### config.mk
export PLATFORM = sky130hd
export DESIGN_NAME = trihit_top
export DESIGN_NICKNAME = d
export VERILOG_FILES = /design/src/rtl/trihit_pkg.sv /design/src/rtl/trihit_chan.sv /design/src/rtl/trihit_dp.sv /design/src/rtl/trihit_ctrl.sv /design/src/rtl/trihit_top.sv
export SDC_FILE = /design/constraint.sdc
export NUM_CORES = 1
export LEC_CHECK = 0
export BUFFER_PORTS_ARGS = -buffer_cell sky130_fd_sc_hd__buf_2
export CORE_MARGIN = 10
export CORE_UTILIZATION = 40
export CTS_BUF_LIST = sky130_fd_sc_hd__clkbuf_16
export DETAILED_ROUTE_END_ITERATION = 8
export PLACE_DENSITY = 0.65
export SYNTH_ARGS = -nofsm -noshare
export SYNTH_HDL_FRONTEND = slang
export SYNTH_SLANG_ARGS = --single-unit
### constraint.sdc
create_clock -name clk -period 3.3 [get_ports clk]
set_input_delay 0.825 -clock clk [delete_from_list [all_inputs] [get_ports clk]]
set_output_delay 0.825 -clock clk [all_outputs]
set_load 0.02 [all_outputs]
### src/rtl/trihit_pkg.sv
`timescale 1ns/1ps
package trihit_pkg;
  localparam int LVL = 3;
  localparam int CODE_W = 2;

  typedef struct packed {
    logic chanClr;
    logic autoClr;
  } clrStb_t;

  function automatic logic [CODE_W-1:0] encodeLvl(input logic [LVL-1:0] lat);
    if (lat[2])      return 2'b11;
    else if (lat[1]) return 2'b10;
    else if (lat[0]) return 2'b01;
    else             return 2'b00;
  endfunction
endpackage

### src/rtl/trihit_chan.sv
`timescale 1ns/1ps
module trihit_chan
  import trihit_pkg::*;
(
  input  logic              clk,
  input  logic              rstN,
  input  logic [LVL-1:0]    disc,
  input  logic [LVL-1:0]    mask,
  input  logic              clr,
  output logic [LVL-1:0]    lat,
  output logic [CODE_W-1:0] code
);
  logic [LVL-1:0] prevDisc;
  logic [LVL-1:0] riseHit;

  assign riseHit = disc & ~prevDisc & ~mask;

  always_ff @(posedge clk) begin
    if (!rstN) begin
      prevDisc <= '1;
      lat      <= '0;
    end else begin
      prevDisc <= disc;
      if (clr) lat <= '0;
      else     lat <= lat | riseHit;
    end
  end

  assign code = encodeLvl(lat);
endmodule

### src/rtl/trihit_dp.sv
`timescale 1ns/1ps
module trihit_dp
  import trihit_pkg::*;
#(
  parameter int NUM_CH = 64
) (
  input  logic                     clk,
  input  logic                     rstN,
  input  logic [NUM_CH*LVL-1:0]    discIn,
  input  logic [NUM_CH*LVL-1:0]    maskCfg,
  input  clrStb_t                  stb,
  output logic [NUM_CH*LVL-1:0]    latVec,
  output logic [NUM_CH*CODE_W-1:0] hitCode,
  output logic [LVL-1:0]           trigOut
);
  logic clrAll;
  assign clrAll = stb.chanClr | stb.autoClr;

  for (genvar c = 0; c < NUM_CH; c++) begin : gChan
    trihit_chan uChan (
      .clk  (clk),
      .rstN (rstN),
      .disc (discIn[c*LVL +: LVL]),
      .mask (maskCfg[c*LVL +: LVL]),
      .clr  (clrAll),
      .lat  (latVec[c*LVL +: LVL]),
      .code (hitCode[c*CODE_W +: CODE_W])
    );
  end

  for (genvar l = 0; l < LVL; l++) begin : gTrig
    logic [NUM_CH-1:0] levelHits;
    for (genvar c = 0; c < NUM_CH; c++) begin : gTap
      assign levelHits[c] = latVec[c*LVL+l] & ~maskCfg[c*LVL+l];
    end
    assign trigOut[l] = |levelHits;
  end
endmodule

### src/rtl/trihit_ctrl.sv
`timescale 1ns/1ps
module trihit_ctrl
  import trihit_pkg::*;
#(
  parameter int WIN_W = 8
) (
  input  logic             clk,
  input  logic             rstN,
  input  logic             chanClr,
  input  logic             evtValid,
  input  logic             anyHit,
  input  logic [WIN_W-1:0] winLen,
  output clrStb_t          stb
);
  logic             accepted;
  logic [WIN_W-1:0] winCnt;
  logic             lastCycle;
  logic             expire;

  assign lastCycle = (({1'b0, winCnt} + (WIN_W+1)'(1)) == {1'b0, winLen});
  assign expire    = anyHit && !accepted && !evtValid && !chanClr && lastCycle;

  always_comb begin
    stb.chanClr = chanClr;
    stb.autoClr = expire;
  end

  always_ff @(posedge clk) begin
    if (!rstN) begin
      accepted <= 1'b0;
      winCnt   <= '0;
    end else if (chanClr || expire || !anyHit) begin
      accepted <= 1'b0;
      winCnt   <= '0;
    end else if (evtValid || accepted) begin
      accepted <= 1'b1;
      winCnt   <= '0;
    end else begin
      winCnt   <= winCnt + 1'b1;
    end
  end
endmodule

### src/rtl/trihit_top.sv
`timescale 1ns/1ps
module trihit_top
  import trihit_pkg::*;
#(
  parameter int NUM_CH = 64,
  parameter int WIN_W  = 8
) (
  input  logic                     clk,
  input  logic                     rstN,
  input  logic [NUM_CH*3-1:0]      discIn,
  input  logic [NUM_CH*3-1:0]      maskCfg,
  input  logic                     chanClr,
  input  logic                     evtValid,
  input  logic [WIN_W-1:0]         winLen,
  output logic [NUM_CH*2-1:0]      hitCode,
  output logic [2:0]               trigOut
);
  clrStb_t                ctrlStb;
  logic [NUM_CH*LVL-1:0]  latVec;

  trihit_ctrl #(.WIN_W(WIN_W)) uCtrl (
    .clk      (clk),
    .rstN     (rstN),
    .chanClr  (chanClr),
    .evtValid (evtValid),
    .anyHit   (|trigOut),
    .winLen   (winLen),
    .stb      (ctrlStb)
  );

  trihit_dp #(.NUM_CH(NUM_CH)) uDp (
    .clk     (clk),
    .rstN    (rstN),
    .discIn  (discIn),
    .maskCfg (maskCfg),
    .stb     (ctrlStb),
    .latVec  (latVec),
    .hitCode (hitCode),
    .trigOut (trigOut)
  );
endmodule

; ---- After elaboration in Yosys (flattened, before gate mapping)
; Cells that the tools add are included.
[word_totals]
inputBits = 396
wordCells = 1049
register_bits = 393
[op_classes]
n_addsub = 2
n_eq_ne = 1
bitwise_logic = 706
muxes = 192
reduce_logical = 18
[ops]
columns = cell, count
row1 = AND 3 bit, 128
row2 = NOT 3 bit, 128
row3 = two-way mux 2 bit, 128
row4 = NOT 1 bit, 193
row5 = AND 1 bit, 192
row6 = OR 3 bit, 64
row7 = OR reduction 192 bit, 1
row8 = OR reduction 64 bit, 3
row9 = two-way mux 1 bit, 64
row10 = "adder 8 x 1 -> 9 bit, second input constant", 1
row11 = == test 9 x 8 -> 1 bit, 1
row12 = "adder 8 x 1 -> 8 bit, second input constant", 1
row13 = logical AND 1 bit, 4
row14 = logical NOT 1 bit, 4
row15 = OR reduction 2 bit, 2
row16 = logical OR 1 bit, 3
row17 = OR reduction 3 bit, 1
row18 = OR 1 bit, 1

; ---- Longest topological paths before layout
[depth]
word_depth = 10
ltp_mapped = 9
mapped_depth_nobuf = 7

; ---- Hierarchy
; From an unflattened synthesis, not the netlist that was laid out.
[unflattened]
cells_unflattened = 1677
area_unflattened_um2 = 15486.1
[modules_own_cells]
columns = mod, cells_per_inst, instances, area_each_um2
row1 = trihit_chan, 21, 64, 206.4
row2 = trihit_dp, 256, 1, 1601.5
row3 = trihit_ctrl, 76, 1, 665.6
row4 = trihit_top, 1, 1, 6.3

; ---- Worst setup path before layout
; No wires, ideal clock.
[synth_timing]
path_kind = in2out
startpoint = input port maskCfg[71]
endpoint = output port trigOut[2]
arrival_ps = 1581
stages = 5
required_ps = 2475
path_slack_ps = 894
cell_sequence = nand2b_1 -> o2111ai_1 -> nor4_1 -> and4_1 -> inv_1
[synth_between]
elab_chain_cells = 3
[synth_lines]
columns = element, line_no
row1 = "start, declared", trihit_top.sv:11  ; input logic [NUM_CH*3-1:0] maskCfg,
row2 = NOT 1 bit, trihit_dp.sv:34  ; assign levelHits[c] = latVec[c*LVL+l] & ~maskCfg[c*LVL+l];
row3 = AND 1 bit, trihit_dp.sv:34
row4 = OR reduction 64 bit, trihit_dp.sv:36  ; assign trigOut[l] = |levelHits;
row5 = "end, declared", trihit_top.sv:16  ; output logic [2:0] trigOut
; No other way between the ends.

; ---- Worst setup path in the final report
[layout_timing]
startpoint = input port maskCfg[148]
endpoint = output port trigOut[1]
; Same word-level chain as after synthesis.

==> PnR_summary.wiki <==
{| class="wikitable"
! Metric !! Value
|-
| Synthesized Nets || 2102
|-
| Int Power || 7.79 mW
|-
| Total GRT Usage || 27.6%
|-
| Power density over the cells || 519 nW/um^2
|-
| Share of total power in sequential cells || 48.1%
|-
| Switching pwr || 2.54 mW
|-
| GR Layer Usage met3 || 8.22%
|-
| Number of placement rows || 71
|-
| Number of distinct standard cells referenced by the synthesized netlist || 30
|-
| Final period utilization || 98.5%
|-
| Adder-cell share of the synthesized area || 0.0819%
|-
| Synthesis warning total || 0
|-
| Max capacitance violation total || 0
|-
| Final critical-path required period || 3.25 ns
|-
| Endpoints failing setup || 0
|-
| Tightest Pin Transition || 1.09 ns
|-
| Worst hold margin || 0.459 ns
|-
| Critical path launch point type || input port
|-
| Switching Share || 24.6%
|-
| Number of design rule violations left after detail routing || 0
|-
| Critical path arrival || 2.42 ns
|-
| Vias per cell || 5.14
|-
| Number of storage elements in the synthesis netlist || 393
|-
| Synth-to-layout area growth || 30.3%
|-
| Detailed-router iteration count before antenna repair || 5
|-
| Unrepaired setup endpoints after global routing || no
|-
| Met1 Use GR || 33.2%
|-
| Worst setup slack after placement || -0.267 ns
|-
| Violation count after the first detailed-route iteration || 1070
|-
| Number of top-level pins || 527
|-
| Final WL || 67000 um
|-
| H-Tree Depth || 2
|-
| Met2 Track Usage GR || 46.8%
|-
| Number of buffers created by CTS || 44
|-
| Final Max Tran Viols || 0
|-
| Comb power frac || 9.4%
|-
| Endpoint type of the worst setup path || output pin
|-
| X dimension of the die || 215 um
|-
| Critical path peak fanout || 2
|-
| Placeable core region || 37700 sq um
|-
| Hold Fails Final Rpt || 0
|-
| Avg Synthesized Cell Area || 8.96 sq um
|-
| Via count of the first global-routing pass || 14.4k
|-
| Die Footprint || 46400 sq um
|-
| Hold Path Class || in -> reg
|-
| Post-Synthesis Cells || 1705
|-
| Number of sinks on the clock net || 393
|-
| Remaining antenna violation count after routing || 0
|-
| Highest-utilization routing layer at the global route stage || met2
|-
| Xor-xnor portion of the synthesized cell area || 1.13%
|-
| Clock tree from TritonCTS || yes
|-
| Slew Limit Headroom || 27.4%
|-
| Length in cells of the worst reg-to-reg path || 9
|-
| Endpoint of the worst-slack reg-to-reg timing path || uDp.gChan[36].uChan.lat[0]
|-
| Estimated wirelength of the detail-placed design || 53500 um
|-
| Layout cell share with drive strength beyond 1 || 30.0%
|-
| Share of the yosys chip area belonging to registers || 51.5%
|-
| Cells after DPL || 2696
|-
| Worst r2r src || uCtrl.winCnt[0]
|-
| Data required time at the worst endpoint || 2.47 ns
|-
| Antenna violations before repair || 23
|-
| Worst Slack Setup Final || 0.0508 ns
|-
| Leak pwr || 9.08 nW
|-
| Final net count || 2628
|-
| Type of the worst setup path || in -> out
|-
| Clock transition at the registers of the reported paths || 0.07 ns
|-
| Clock insertion delay at the later pin of the skew report || 0.56 ns
|-
| Outcome || completed
|-
| Clock network fraction of total power || 42.5%
|-
| First-pass GRT wire length || 95900 um
|-
| Beginning of the worst hold path || discIn[135]
|-
| Total power || 10.3 mW
|-
| Pin count of the biggest net entering global routing || 162
|-
| Area of the mapped netlist || 15300 sq um
|-
| Share of flip-flops with an asynchronous set or reset after synthesis || 0%
|-
| Worst Hold Path EP || uDp.gChan[45].uChan.prevDisc[0]
|-
| Share of cell area taken by muxes after synthesis || 0%
|-
| Post-synth EDFFs || 0
|-
| CTS Root Buffer Type || clkbuf_16
|-
| Drt wl/cell || 24.0 um
|-
| Post-Synth Simple-Gate Area || 30.8%
|-
| Die height || 215 um
|-
| Largest family of logic cells by synthesized area || simple AND/OR/NAND/NOR gates
|-
| Count of vias placed by the detailed router || 14.3k
|-
| Global route overflow || 0
|-
| Internal reg-to-reg setup slack || 0.44 ns
|-
| Clock Skew || 0.0125 ns
|-
| Final standard cell count with taps included and fillers excluded || 2790
|-
| Initial core utilization || 40.6%
|-
| IO Port Bufs || 526
|-
| Maximum achievable frequency || 308 MHz
|-
| Placer Congestion || 0.919
|-
| Ys flop type || dfxtp_1
|-
| Largest vdd supply drop || 0.352 mV
|-
| Clock Tree Buf Depth || 3
|-
| Worst Hold Path Cells || 2
|-
| Area fraction in compound gates after synthesis || 12.3%
|}
## registers in the layout, indices dropped and copies added (netlist names)
signal,count
uCtrl.accepted,1
uCtrl.winCnt,8
uDp.gChan.uChan.lat,192
uDp.gChan.uChan.prevDisc,192
## layout by cell type, fill, tap and decap left out, types with 2 or more instances in the layout
master,n
nand3_1,4
dfxtp_1,393
buf_4,12
o21ai_0,119
nand2b_2,4
nand2b_1,333
xnor2_1,8
nor3b_1,105
o2111ai_2,6
clkbuf_16,45
diode_2,17
inv_1,97
xnor3_1,3
nor4_1,17
or2_2,60
o2111ai_1,42
and4_1,3
a21oi_1,88
a21o_1,39
o21bai_1,12
xor2_1,4
nand2_1,9
clkinv_2,10
nor2_1,199
nand4_1,2
buf_12,8
nor3_1,89
clkinv_1,13
buf_2,525
## cell usage after synthesis, types with 12 or more instances
library cell	n	area, sq um
a21o_1	39	293
a21oi_1	88	440
buf_4	15	113
clkbuf_1	45	169
dfxtp_1	393	7870
inv_1	88	330
nand2b_1	338	2110
nor2_1	199	747
nor3_1	89	445
nor3b_1	105	788
nor4_1	19	119
o2111ai_1	49	429
o21ai_0	119	596
o21bai_1	12	90.1
or2_2	60	375
## kinds of logic (layout without fill, tap and decap cells)
logic type | after synthesis | in the layout
xor+xnor | 15 | 15
simple gates | 831 | 831
buf+inv | 154 | 711
flops | 393 | 393
fa+ha+maj | 1 | 1
compound gates | 311 | 311
other cells | 0 | 17
## final cells by class
type / instances / area (sq um)
Antenna cell: 17 / 42.5
Clock buffer: 45 / 1130
Clock inverter: 32 / 133
Fill cell: 3668 / 17700
Inverter: 88 / 330
Multi-Input combinational cell: 1158 / 6900
Sequential cell: 393 / 7870
Tap cell: 511 / 639
Timing Repair Buffer: 546 / 2890
## critical path, stage by stage
cell	delay, ns
buf_2	0.09
nand2b_1	0.14
o2111ai_1	0.31
nor4_4	0.42
and4_2	0.34
inv_1	0.11
buf_2	0.17
## routing by layer
layer / vias to the layer above / wire length (um)
met5: - / 75
met2: 587 / 32400
met4: 14 / 1490
met3: 86 / 5540
li1: 6791 / -
met1: 6859 / 27500
## power groups by stage
stage               clock network (mW)  registers (mW)  logic [mW]
floorplan                            0            5.05       0.427
global placement                     0            5.07       0.945
detailed placement                   0            5.08       0.953
CTS                               4.47            4.97       0.965
global route                      4.68            4.98        1.04
finish                            4.39            4.97       0.968
## timing repair
action | CTS | global route
endpoints found under the setup margin | 3 | 3
hold buffers | 0 | 0
pin swaps | 1 | 1
buffers inserted | 0 | 0
resized for setup | 11 | 5
cloned | 0 | 0
hold endpoints to repair | 0 | 0
## how the worst max path moves through the flow
stage	startpoint	depth (start not counted)	slack (ns)	end
finish	maskCfg[148]	7	0.05	trigOut[1]
floorplan	maskCfg[71]	5	0.89	trigOut[2]
global route	uDp.gChan[14].uChan.lat[2]	8	0.005	trigOut[2]
global placement	maskCfg[34]	7	-0.28	trigOut[1]
CTS	uDp.gChan[46].uChan.lat[1]	7	0.0007	trigOut[1]
detailed placement	maskCfg[34]	7	-0.27	trigOut[1]
## per-stage QoR
| stage | area (sq um) | util [%] | setup TNS [ns] |
|---|---|---|---|
| 6_report | 19900 | 52.9 | 0 |
| 5_1_grt | 19900 | 52.9 | 0 |
| 4_1_cts | 19900 | 52.7 | 0 |
| 3_5_place_dp | 18500 | 49.2 | -0.573 |
| 3_3_place_gp | 18500 | 49.2 | -0.448 |
| 2_1_floorplan | 15300 | - | 0 |
(Power assumes the default switching activity.)
